$ cat src/rtl/rxt_pkg.sv
package rxt_pkg;

   localparam int unsigned TMR_W   = 8;
   localparam int unsigned PROTO_W = 2;

   typedef logic [TMR_W-1:0]   tmr_val_t;
   typedef logic [PROTO_W-1:0] proto_t;

   // per-protocol guard interval, in fine steps
   function automatic tmr_val_t guard_default(input proto_t code);
      case (code)
         2'd1:    return 8'h1F;
         2'd2:    return 8'h0E;
         2'd3:    return 8'h07;
         default: return 8'h1F;
      endcase
   endfunction

   // per-protocol empty-slot wait, in coarse steps
   function automatic tmr_val_t noresp_default(input proto_t code);
      case (code)
         2'd1:    return 8'h15;
         2'd2:    return 8'h0E;
         2'd3:    return 8'h1C;
         default: return 8'h0E;
      endcase
   endfunction

endpackage

$ cat src/rtl/rxt_prescaler.sv
module rxt_prescaler #(
   parameter int unsigned FINE_DIV   = 128,
   parameter int unsigned COARSE_DIV = 512
) (
   input  logic clk,
   input  logic rst_n,
   output logic fine_tick,
   output logic coarse_tick
);
   localparam int unsigned FW = $clog2(FINE_DIV);
   localparam int unsigned CW = $clog2(COARSE_DIV);

   logic [CW-1:0] phase_q;

   always_ff @(posedge clk or negedge rst_n) begin
      if (!rst_n) phase_q <= '0;
      else        phase_q <= phase_q + 1'b1;
   end

   assign fine_tick = &phase_q[FW-1:0];

   generate
      if (COARSE_DIV == FINE_DIV) begin : g_same_rate
         assign coarse_tick = fine_tick;
      end else begin : g_split_rate
         assign coarse_tick = &phase_q;
      end
   endgenerate

endmodule

$ cat src/rtl/rxt_preset_regs.sv
module rxt_preset_regs
   import rxt_pkg::*;
(
   input  logic     clk,
   input  logic     rst_n,
   input  logic     proto_wr,
   input  proto_t   proto_code,
   input  logic     guard_wr,
   input  tmr_val_t guard_wdata,
   input  logic     noresp_wr,
   input  tmr_val_t noresp_wdata,
   output tmr_val_t guard_val,
   output tmr_val_t noresp_val
);
   tmr_val_t guard_q, noresp_q;
   tmr_val_t guard_d, noresp_d;

   always_comb begin
      guard_d  = guard_q;
      noresp_d = noresp_q;
      if (proto_wr) begin
         guard_d  = guard_default(proto_code);
         noresp_d = noresp_default(proto_code);
      end
      if (guard_wr)  guard_d  = guard_wdata;
      if (noresp_wr) noresp_d = noresp_wdata;
   end

   always_ff @(posedge clk or negedge rst_n) begin
      if (!rst_n) begin
         guard_q  <= guard_default('0);
         noresp_q <= noresp_default('0);
      end else begin
         guard_q  <= guard_d;
         noresp_q <= noresp_d;
      end
   end

   assign guard_val  = guard_q;
   assign noresp_val = noresp_q;

endmodule

$ cat src/rtl/rxt_guard_timer.sv
module rxt_guard_timer
   import rxt_pkg::*;
(
   input  logic     clk,
   input  logic     rst_n,
   input  logic     tick,
   input  logic     start,
   input  tmr_val_t load_val,
   output logic     hold
);
   tmr_val_t remain_q;

   always_ff @(posedge clk or negedge rst_n) begin
      if (!rst_n)                         remain_q <= '0;
      else if (start)                     remain_q <= load_val;
      else if (tick && remain_q != '0)    remain_q <= remain_q - 1'b1;
   end

   assign hold = (remain_q != '0);

endmodule

$ cat src/rtl/rxt_noresp_timer.sv
module rxt_noresp_timer
   import rxt_pkg::*;
(
   input  logic     clk,
   input  logic     rst_n,
   input  logic     tick,
   input  logic     arm,
   input  logic     resp,
   input  logic     clr,
   input  tmr_val_t load_val,
   output logic     irq,
   output logic     flag
);
   logic     run_q, run_d;
   tmr_val_t cnt_q, cnt_d;
   logic     expire;
   logic     irq_q, flag_q;

   always_comb begin
      run_d  = run_q;
      cnt_d  = cnt_q;
      expire = 1'b0;
      if (arm) begin
         if (load_val == '0) begin
            run_d  = 1'b0;
            expire = 1'b1;
         end else begin
            run_d = 1'b1;
            cnt_d = load_val;
         end
      end else if (resp && run_q) begin
         run_d = 1'b0;
      end else if (tick && run_q) begin
         if (cnt_q == tmr_val_t'(1)) begin
            run_d  = 1'b0;
            expire = 1'b1;
         end else begin
            cnt_d = cnt_q - 1'b1;
         end
      end
   end

   always_ff @(posedge clk or negedge rst_n) begin
      if (!rst_n) begin
         run_q  <= 1'b0;
         cnt_q  <= '0;
         irq_q  <= 1'b0;
         flag_q <= 1'b0;
      end else begin
         run_q <= run_d;
         cnt_q <= cnt_d;
         irq_q <= expire;
         if (expire)   flag_q <= 1'b1;
         else if (clr) flag_q <= 1'b0;
      end
   end

   assign irq  = irq_q;
   assign flag = flag_q;

endmodule

$ cat src/rtl/rx_timer_unit.sv
module rx_timer_unit
   import rxt_pkg::*;
#(
   parameter int unsigned FINE_DIV   = 128,
   parameter int unsigned COARSE_DIV = 512
) (
   input  logic       clk,
   input  logic       rst_n,
   input  logic       tx_end,
   input  logic       slot_start,
   input  logic       resp_start,
   input  logic       proto_wr,
   input  logic [1:0] proto_code,
   input  logic       guard_wr,
   input  logic [7:0] guard_wdata,
   input  logic       noresp_wr,
   input  logic [7:0] noresp_wdata,
   input  logic       flag_clr,
   output logic       dec_rst,
   output logic       nr_irq,
   output logic       nr_flag,
   output logic [7:0] guard_val,
   output logic [7:0] noresp_val
);
   // elaboration-time parameter checks
   generate
      if (FINE_DIV < 2 || (FINE_DIV & (FINE_DIV - 1)) != 0) begin : g_bad_fine
         $error("FINE_DIV must be a power of two of at least 2");
      end
      if (COARSE_DIV < FINE_DIV || (COARSE_DIV & (COARSE_DIV - 1)) != 0) begin : g_bad_coarse
         $error("COARSE_DIV must be a power of two not below FINE_DIV");
      end
   endgenerate

   logic     fine_tick, coarse_tick;
   tmr_val_t guard_q, noresp_q;

   rxt_prescaler #(.FINE_DIV(FINE_DIV), .COARSE_DIV(COARSE_DIV)) presc_i (
      .clk         (clk),
      .rst_n       (rst_n),
      .fine_tick   (fine_tick),
      .coarse_tick (coarse_tick)
   );

   rxt_preset_regs regs_i (
      .clk          (clk),
      .rst_n        (rst_n),
      .proto_wr     (proto_wr),
      .proto_code   (proto_code),
      .guard_wr     (guard_wr),
      .guard_wdata  (guard_wdata),
      .noresp_wr    (noresp_wr),
      .noresp_wdata (noresp_wdata),
      .guard_val    (guard_q),
      .noresp_val   (noresp_q)
   );

   rxt_guard_timer guard_i (
      .clk      (clk),
      .rst_n    (rst_n),
      .tick     (fine_tick),
      .start    (tx_end),
      .load_val (guard_q),
      .hold     (dec_rst)
   );

   rxt_noresp_timer slot_i (
      .clk      (clk),
      .rst_n    (rst_n),
      .tick     (coarse_tick),
      .arm      (slot_start),
      .resp     (resp_start),
      .clr      (flag_clr),
      .load_val (noresp_q),
      .irq      (nr_irq),
      .flag     (nr_flag)
   );

   assign guard_val  = guard_q;
   assign noresp_val = noresp_q;

endmodule

$ cat config.mk
export PLATFORM = sky130hd
export DESIGN_NAME = rx_timer_unit
export DESIGN_NICKNAME = d
export VERILOG_FILES = /design/src/rtl/rxt_pkg.sv /design/src/rtl/rxt_prescaler.sv /design/src/rtl/rxt_preset_regs.sv /design/src/rtl/rxt_guard_timer.sv /design/src/rtl/rxt_noresp_timer.sv /design/src/rtl/rx_timer_unit.sv
export SDC_FILE = /design/constraint.sdc
export NUM_CORES = 1
export LEC_CHECK = 0
export ABC_AREA = 0
export BUFFER_PORTS_ARGS = -buffer_cell sky130_fd_sc_hd__buf_4
export CORE_UTILIZATION = 50
export DETAILED_ROUTE_END_ITERATION = 7
export MAX_ROUTING_LAYER = met4
export PLACE_DENSITY = 0.81
export SLEW_MARGIN = 25
export SYNTH_ARGS = -nofsm -noshare
export SYNTH_HDL_FRONTEND = slang
export SYNTH_SLANG_ARGS = --single-unit
$ cat constraint.sdc
create_clock -name clk -period 3.1 [get_ports clk]
set_input_delay 0.155 -clock clk [delete_from_list [all_inputs] [get_ports clk]]
set_output_delay 0.155 -clock clk [all_outputs]
set_load 0.05 [all_outputs]
==> impl_metrics.sql, run 1 <==
INSERT INTO impl_metrics (metric_group, metric, value, unit) VALUES
('outcome', 'status', 'completed', ''),
('worst_setup_path', 'timing.reg2reg.worst_path_depth', '8', ''),
('route', 'wire_per_inst', '13.6', 'um'),
('global_routing', 'globalRouteMet1Util', '0.290', ''),
('timing', 'timing.final.setup_violations', '0', ''),
('route', 'detail_route.iter0.violations', '94', ''),
('cells_and_area', 'regArea', '1110', 'um^2'),
('yosys', 'synth-seq-cells', '44', ''),
('global_routing', 'peak_usage_layer_in_the_global_routing_report', 'met2', ''),
('cells_and_area', 'design_area', '2800', 'um^2'),
('floorplanning', 'floorplan.die.width', '70.1', 'um'),
('cts', 'tritoncts_clock_tree', 'yes', ''),
('timing', 'worst-slew-pin-transition', '0.552', 'ns'),
('worst_setup_path', 'critical_path_buf_inv_count', '0', ''),
('yosys', 'ys_dominant_reg_cell', 'dfrtp_1', ''),
('timing', 'timing.final.ws_setup', '0.862', 'ns'),
('yosys', 'synth-async-reset-ratio', '1.00', ''),
('worst_setup_path', 'crit_top_cell', 'ha_1', ''),
('route', 'antenna_violating_nets_post_route', '0', ''),
('cts', 'deepest_level_of_the_cts_h_tree', '2', ''),
('global_routing', 'grt_overflow', '0', ''),
('timing', 'maxSlewHeadroom', '0.630', ''),
('timing', 'fin_crit', '2.24', 'ns'),
('cts', 'path_clk_slew', '0.08', 'ns'),
('cells_and_area', 'multi_input_area', '1120', 'um^2'),
('global_routing', 'grt_start_max_net_pins', '45', ''),
('worst_setup_path', 'setup.worst_path.class', 'flip-flop to flip-flop', ''),
('timing', 'fin_worst_hold_slack', '0.0604', 'ns'),
('timing', 'unrepaired_setup_endpoints_after_global_routing', 'false', ''),
('power', 'pwr_density_cell', '503', 'nW/um^2'),
('worst_setup_path', 'timing.critical_path.max_delay_family', 'simple AND/OR/NAND/NOR gates', ''),
('worst_setup_path', 'cp_slowest_cell', 'dfrtp_1', ''),
('global_routing', 'grt.total_usage', '0.218', ''),
('timing', 'endpoints_failing_hold', '0', ''),
('hold_path', 'hp-class', 'input port to flip-flop', ''),
('flow_run', 'cap_viol_max_count', '0', ''),
('cells_and_area', 'synthToLayoutAreaGrowth', '20.6', '%'),
('yosys', 'synth.yosys.warnings', '0', ''),
('timing', 'clock_skew', '0.00650', 'ns'),
('cells_and_area', 'antennaDiodeCount', '0', ''),
('yosys', 'syn-instance-count', '242', ''),
('timing', 'period_share', '0.722', ''),
('place', 'detailed_place_hpwl', '3320', 'um'),
('global_routing', 'grt_use_met3', '0.0361', ''),
('cts', 'postCtsResizedCells', '0', ''),
('worst_setup_path', 'critical_path_cell_count', '8', ''),
('cells_and_area', 'drive_gt1_frac', '0.240', ''),
('worst_setup_path', 'cell_by_cell_trace_of_the_critical_path', 'ha_1 > nand2_1 > nor3_1 > ha_1 > nand3b_1 > a32o_1 > nand2b_4 > a211o_1', ''),
('floorplanning', 'floorplan.die.height', '70.1', 'um'),
('cells_and_area', 'filler_cell_count', '381', ''),
('cts', 'ctsLongestPathBuffers', '2', ''),
('global_routing', 'grt_antenna_before_repair', '0', ''),
('yosys', 'ys_types', '49', ''),
('place', 'post_dp_cell_area', '2690', 'um^2'),
('worst_setup_path', 'critical_path.max_fanout', '9', ''),
('route', 'dr.pass1.iters', '4', ''),
('place', 'port_buffers', '45', ''),
('floorplanning', 'initial_core_util', '0.525', ''),
('global_routing', 'wire_length_of_the_first_global_routing_pass', '8340', 'um'),
('power', 'maximum_ir_drop_on_the_vdd_rail', '289', 'uV'),
('worst_setup_path', 'worst-r2r-setup-slack', '0.86', 'ns'),
('worst_setup_path', 'cp.arrival', '2.43', 'ns'),
('place', 'pre_cts_slack', '0.894', 'ns'),
('yosys', 'ys_seq_area_frac', '0.479', ''),
('floorplanning', 'die_area', '4910', 'um^2'),
('cts', 'tritoncts.num_buffers', '5', ''),
('worst_setup_path', 'crit_required', '3.29', 'ns'),
('yosys', 'syn_area', '2320', 'um^2'),
('cts', 'insertion_delay', '0.30', 'ns'),
('route', 'drt_drc_violations_left', '0', ''),
('hold_path', 'hold_path_depth', '3', '');
==> sequential cells by signal, summed over array words and instances, names as in the netlist <==
name,cells
presc_i.phase_q,9
guard_i.remain_q,8
regs_i.guard_val,8
regs_i.noresp_val,8
slot_i.cnt_q,8
slot_i.flag,1
slot_i.irq,1
slot_i.run_q,1
==> through the flow <==
step	instances	utilization
3_3_place_gp	330	0.608
6_report	339	0.633
2_1_floorplan	242	-
5_1_grt	339	0.633
4_1_cts	339	0.633
3_5_place_dp	330	0.608
==> per-layer routing <==
metal	up-vias	wire, um
li1	949	-
met1	920	2150
met2	47	2200
met3	8	169
met4	0	80
met5	-	0
==> logic make-up after synthesis <==
| logic type | count (synthesis) | synth area share |
|---|---|---|
| and+or+nand+nor | 94 | 0.232 |
| AOI/OAI and AO/OA | 66 | 0.184 |
| adders and majority gates | 6 | 0.0324 |
| buffers and inverters | 23 | 0.0378 |
| DFF | 44 | 0.479 |
| muxes | 1 | 0.00432 |
| xor gates and xnor gates | 8 | 0.0302 |
==> worst reg2reg max path, stage by stage (launching register included) <==
cell and delay (ns):
dfrtp_1 0.41, ha_1 0.30, nand2_1 0.14, nor3_1 0.18, ha_1 0.20, nand3b_1 0.08
a32o_1 0.32, nand2b_4 0.22, a211o_1 0.30
==> synthesized netlist by cell type, types with 3 or more instances <==
master	number	area, um^2
a21oi_1	10	50.1
and3_1	4	25.0
clkbuf_1	8	30.0
dfrtp_1	36	901
dfstp_2	8	210
ha_1	6	75.1
inv_1	14	52.6
nand2_1	26	97.6
nand2b_1	11	68.8
nand3_1	8	40.0
nor2_1	15	56.3
nor3_1	5	25.0
nor3b_1	3	22.5
nor4_1	3	18.8
o21ai_0	29	145
o31a_1	5	43.8
o31ai_1	4	30.0
xnor2_1	7	61.3
==> repair_timing <==
action / CTS / global route
setup buffers: 0 / 0
hold buffers: 1 / 0
endpoints found under the hold margin: 36 / 0
==> power by group <==
group / internal (mW) / leakage [nW] / switching [mW] / total, mW
combinational: 0.124 / 0.674 / 0.186 / 0.311
clock: 0.203 / 0.0515 / 0.193 / 0.396
sequential: 0.637 / 0.525 / 0.0640 / 0.700
==> layout make-up <==
cell class,instances,share of cell area
Multi-Input combinational cell,175,0.400
Tap cell,52,0.0233
Timing Repair Buffer,46,0.124
Inverter,14,0.0188
Clock buffer,8,0.0358
Sequential cell,44,0.397
==> worst min path at each step <==
stage	start	end	slack (ns)
3_5_place_dp	rst_n	slot_i.cnt_q[4]	0.18
2_1_floorplan	rst_n	guard_i.remain_q[0]	-0.14
5_1_grt	noresp_wdata[6]	regs_i.noresp_val[6]	0.07
4_1_cts	guard_wdata[6]	regs_i.guard_val[6]	0.06
6_report	noresp_wdata[0]	regs_i.noresp_val[0]	0.06
3_3_place_gp	rst_n	slot_i.cnt_q[4]	0.18
(Power assumes the default switching activity.)
==> inputs of run 2 (changes only) <==
clock period = 2.1 ns   (was 3.1 ns; I/O delays follow)
==> run 2 against run 1 <==
Net effect:
- clock power is 27% higher
- cell area is 0.45% higher
- sequential share of layout area is 0.18 points lower
- routed wire length is 0.41% lower
- largest power group unchanged
==> impl_metrics.sql, run 2 (synthesized netlist as in run 1, its figures left out) <==
INSERT INTO impl_metrics (metric_group, metric, value, unit) VALUES
('place', 'pre_cts_slack', '0.0845', 'ns'),
('hold_path', 'hold_path_depth', '3', ''),
('worst_setup_path', 'cp_slowest_cell', 'dfrtp_1', ''),
('cts', 'insertion_delay', '0.29', 'ns'),
('global_routing', 'grt_use_met3', '0.0462', ''),
('global_routing', 'grt_overflow', '0', ''),
('global_routing', 'globalRouteMet2Util', '0.324', ''),
('worst_setup_path', 'cp.arrival', '2.18', 'ns'),
('floorplanning', 'core_area', '4410', 'um^2'),
('worst_setup_path', 'crit_required', '2.28', 'ns'),
('worst_setup_path', 'timing.rr.end', 'slot_i.cnt_q[7]', ''),
('timing', 'max_freq', '501', 'MHz'),
('timing', 'timing.final.setup_violations', '0', ''),
('cells_and_area', 'drive_gt1_frac', '0.251', ''),
('place', 'port_buffers', '45', ''),
('timing', 'maxSlewHeadroom', '0.640', ''),
('global_routing', 'grt_antenna_before_repair', '0', ''),
('worst_setup_path', 'critical_path_buf_inv_count', '0', ''),
('place', 'place.detailed.instances', '334', ''),
('floorplanning', 'num_rows', '24', ''),
('global_routing', 'grt_start_max_net_pins', '45', ''),
('global_routing', 'grt_pass1_vias', '1774', ''),
('cts', 'path_clk_slew', '0.08', 'ns'),
('worst_setup_path', 'setup.worst_path.class', 'flip-flop to flip-flop', ''),
('route', 'routed_wirelength', '4590', 'um'),
('timing', 'period_share', '0.950', ''),
('route', 'drt_drc_violations_left', '0', ''),
('route', 'vias', '1917', ''),
('place', 'post_dp_cell_area', '2720', 'um^2'),
('route', 'via_cell_ratio', '5.59', ''),
('floorplanning', 'boundaryPins', '46', ''),
('power', 'maximum_ir_drop_on_the_vdd_rail', '394', 'uV'),
('cts', 'tritoncts_clock_tree', 'yes', ''),
('cells_and_area', 'nets', '323', ''),
('cells_and_area', 'largest_reg_flops', '9', ''),
('cts', 'ctsLongestPathBuffers', '2', ''),
('hold_path', 'min_from', 'noresp_wdata[0]', ''),
('route', 'antenna_violating_nets_post_route', '0', ''),
('global_routing', 'peak_usage_layer_in_the_global_routing_report', 'met2', ''),
('worst_setup_path', 'timing.critical_path.max_delay_family', 'compound AO/OA/AOI/OAI gates', ''),
('cells_and_area', 'synthToLayoutAreaGrowth', '21.2', '%'),
('worst_setup_path', 'crit_path_end_kind', 'flip-flop', ''),
('floorplanning', 'floorplan.die.height', '70.1', 'um'),
('timing', 'report.final.slew_viol_count', '0', ''),
('cts', 'clock_tree.root_cell', 'clkbuf_8', ''),
('global_routing', 'globalRouteMet1Util', '0.265', ''),
('timing', 'fin_crit', '1.99', 'ns'),
('timing', 'tns', '0', 'ns'),
('power', 'leakage', '1.26', 'nW'),
('worst_setup_path', 'r2r_start', 'presc_i.phase_q[1]', ''),
('place', 'gp_congestion', '0.794', ''),
('timing', 'unrepaired_setup_endpoints_after_global_routing', 'false', ''),
('route', 'detail_route.iter0.violations', '117', ''),
('worst_setup_path', 'critical_path.max_fanout', '9', ''),
('global_routing', 'wire_length_of_the_first_global_routing_pass', '7890', 'um'),
('route', 'dr.pass1.iters', '4', ''),
('cts', 'tritoncts.num_buffers', '5', ''),
('worst_setup_path', 'critical_path_cell_count', '8', ''),
('place', 'detailed_place_hpwl', '3330', 'um'),
('cells_and_area', 'final-instance-count-excl-fill', '343', ''),
('worst_setup_path', 'timing.reg2reg.worst_path_depth', '8', ''),
('flow_run', 'cap_viol_max_count', '0', ''),
('cells_and_area', 'layout.cells.most_common', 'buf_4', ''),
('cts', 'clock-sinks', '44', ''),
('outcome', 'status', 'completed', ''),
('worst_setup_path', 'cell_by_cell_trace_of_the_critical_path', 'ha_1 > nand2_1 > nor3_1 > ha_1 > nand3b_1 > a32o_2 > nand2b_4 > a211o_1', ''),
('global_routing', 'grt.total_usage', '0.206', ''),
('floorplanning', 'floorplan.die.width', '70.1', 'um'),
('cells_and_area', 'commonest_cells_after_routing_fill_and_taps_aside', 'buf_4 (49), dfrtp_1 (36), o21ai_0 (29), nand2_1 (26), nor2_1 (15)', ''),
('timing', 'timing.final.ws_setup', '0.105', 'ns'),
('floorplanning', 'initial_core_util', '0.525', ''),
('cells_and_area', 'design_area', '2810', 'um^2'),
('hold_path', 'hold-path-endpoint', 'regs_i.noresp_val[0]', ''),
('floorplanning', 'die_area', '4910', 'um^2'),
('worst_setup_path', 'worst_path_largest_cell_delay', '0.40', 'ns'),
('cts', 'post-cts-setup-buffers', '0', ''),
('cells_and_area', 'antennaDiodeCount', '0', ''),
('cts', 'deepest_level_of_the_cts_h_tree', '2', ''),
('worst_setup_path', 'worst_setup_path_start_kind', 'flip-flop', ''),
('power', 'pwr_density_cell', '714', 'nW/um^2'),
('timing', 'worst-slew-pin-transition', '0.537', 'ns'),
('worst_setup_path', 'crit_top_cell', 'ha_1', ''),
('route', 'wire_per_inst', '13.4', 'um'),
('worst_setup_path', 'worst-r2r-setup-slack', '0.11', 'ns'),
('cells_and_area', 'most_flops_register', 'presc_i.phase_q', ''),
('timing', 'endpoints_failing_hold', '0', ''),
('timing', 'clock_skew', '0.00680', 'ns'),
('hold_path', 'hp-class', 'input port to flip-flop', '');
==> run 2: power breakdown <==
group	leakage, nW	switching (mW)	internal (mW)
combinational	0.696	0.277	0.191
sequential	0.525	0.0947	0.940
clock	0.0422	0.270	0.234
==> run 2: timing repair <==
item	in CTS	in global routing
hold endpoints to repair	36	0
hold buffers	1	0
endpoints found under the setup margin	0	1
resized for setup	0	1
==> run 2: worst max-delay path by stage <==
stage                            start              end  slack, ns
floorplan           presc_i.phase_q[0]  slot_i.cnt_q[7]        0.1
global placement    presc_i.phase_q[1]  slot_i.cnt_q[7]       0.14
detailed placement  presc_i.phase_q[1]  slot_i.cnt_q[7]       0.08
CTS                 presc_i.phase_q[1]  slot_i.cnt_q[7]       0.06
global route        presc_i.phase_q[1]  slot_i.cnt_q[7]      0.003
finish              presc_i.phase_q[1]  slot_i.cnt_q[7]       0.11
==> run 2: metrics by stage <==
step	util	hold WS, ns	power [mW]
final	0.636	0.0140	2.01
after global routing	0.636	0.00294	2.13
after CTS	0.636	0.00728	2.02
after detailed placement	0.615	0.133	1.51
after global placement	0.615	0.129	1.50
after floorplan	-	-0.191	1.34
==> run 2: cell type report <==
| cell class | instances | area, um^2 |
|---|---|---|
| clock buffer | 7 | 76.3 |
| clock inverter | 1 | 5.00 |
| fill | 361 | 1610 |
| inverter | 14 | 52.6 |
| multi-input combinational | 175 | 1120 |
| sequential | 44 | 1110 |
| tap | 52 | 65.1 |
| timing repair buffer | 50 | 378 |
==> run 2: routing by layer <==
metal | vias up | wire [um]
met2 | 52 | 2190
met3 | 6 | 218
met1 | 904 | 2100
li1 | 955 | -
met4 | 0 | 69
met5 | - | 0
==> run 2: worst reg2reg max path: stages, from the launching register on <==
cell,delay (ns)
dfrtp_1,0.40
ha_1,0.19
nand2_1,0.10
nor3_1,0.15
ha_1,0.20
nand3b_1,0.08
a32o_2,0.29
nand2b_4,0.19
a211o_1,0.29
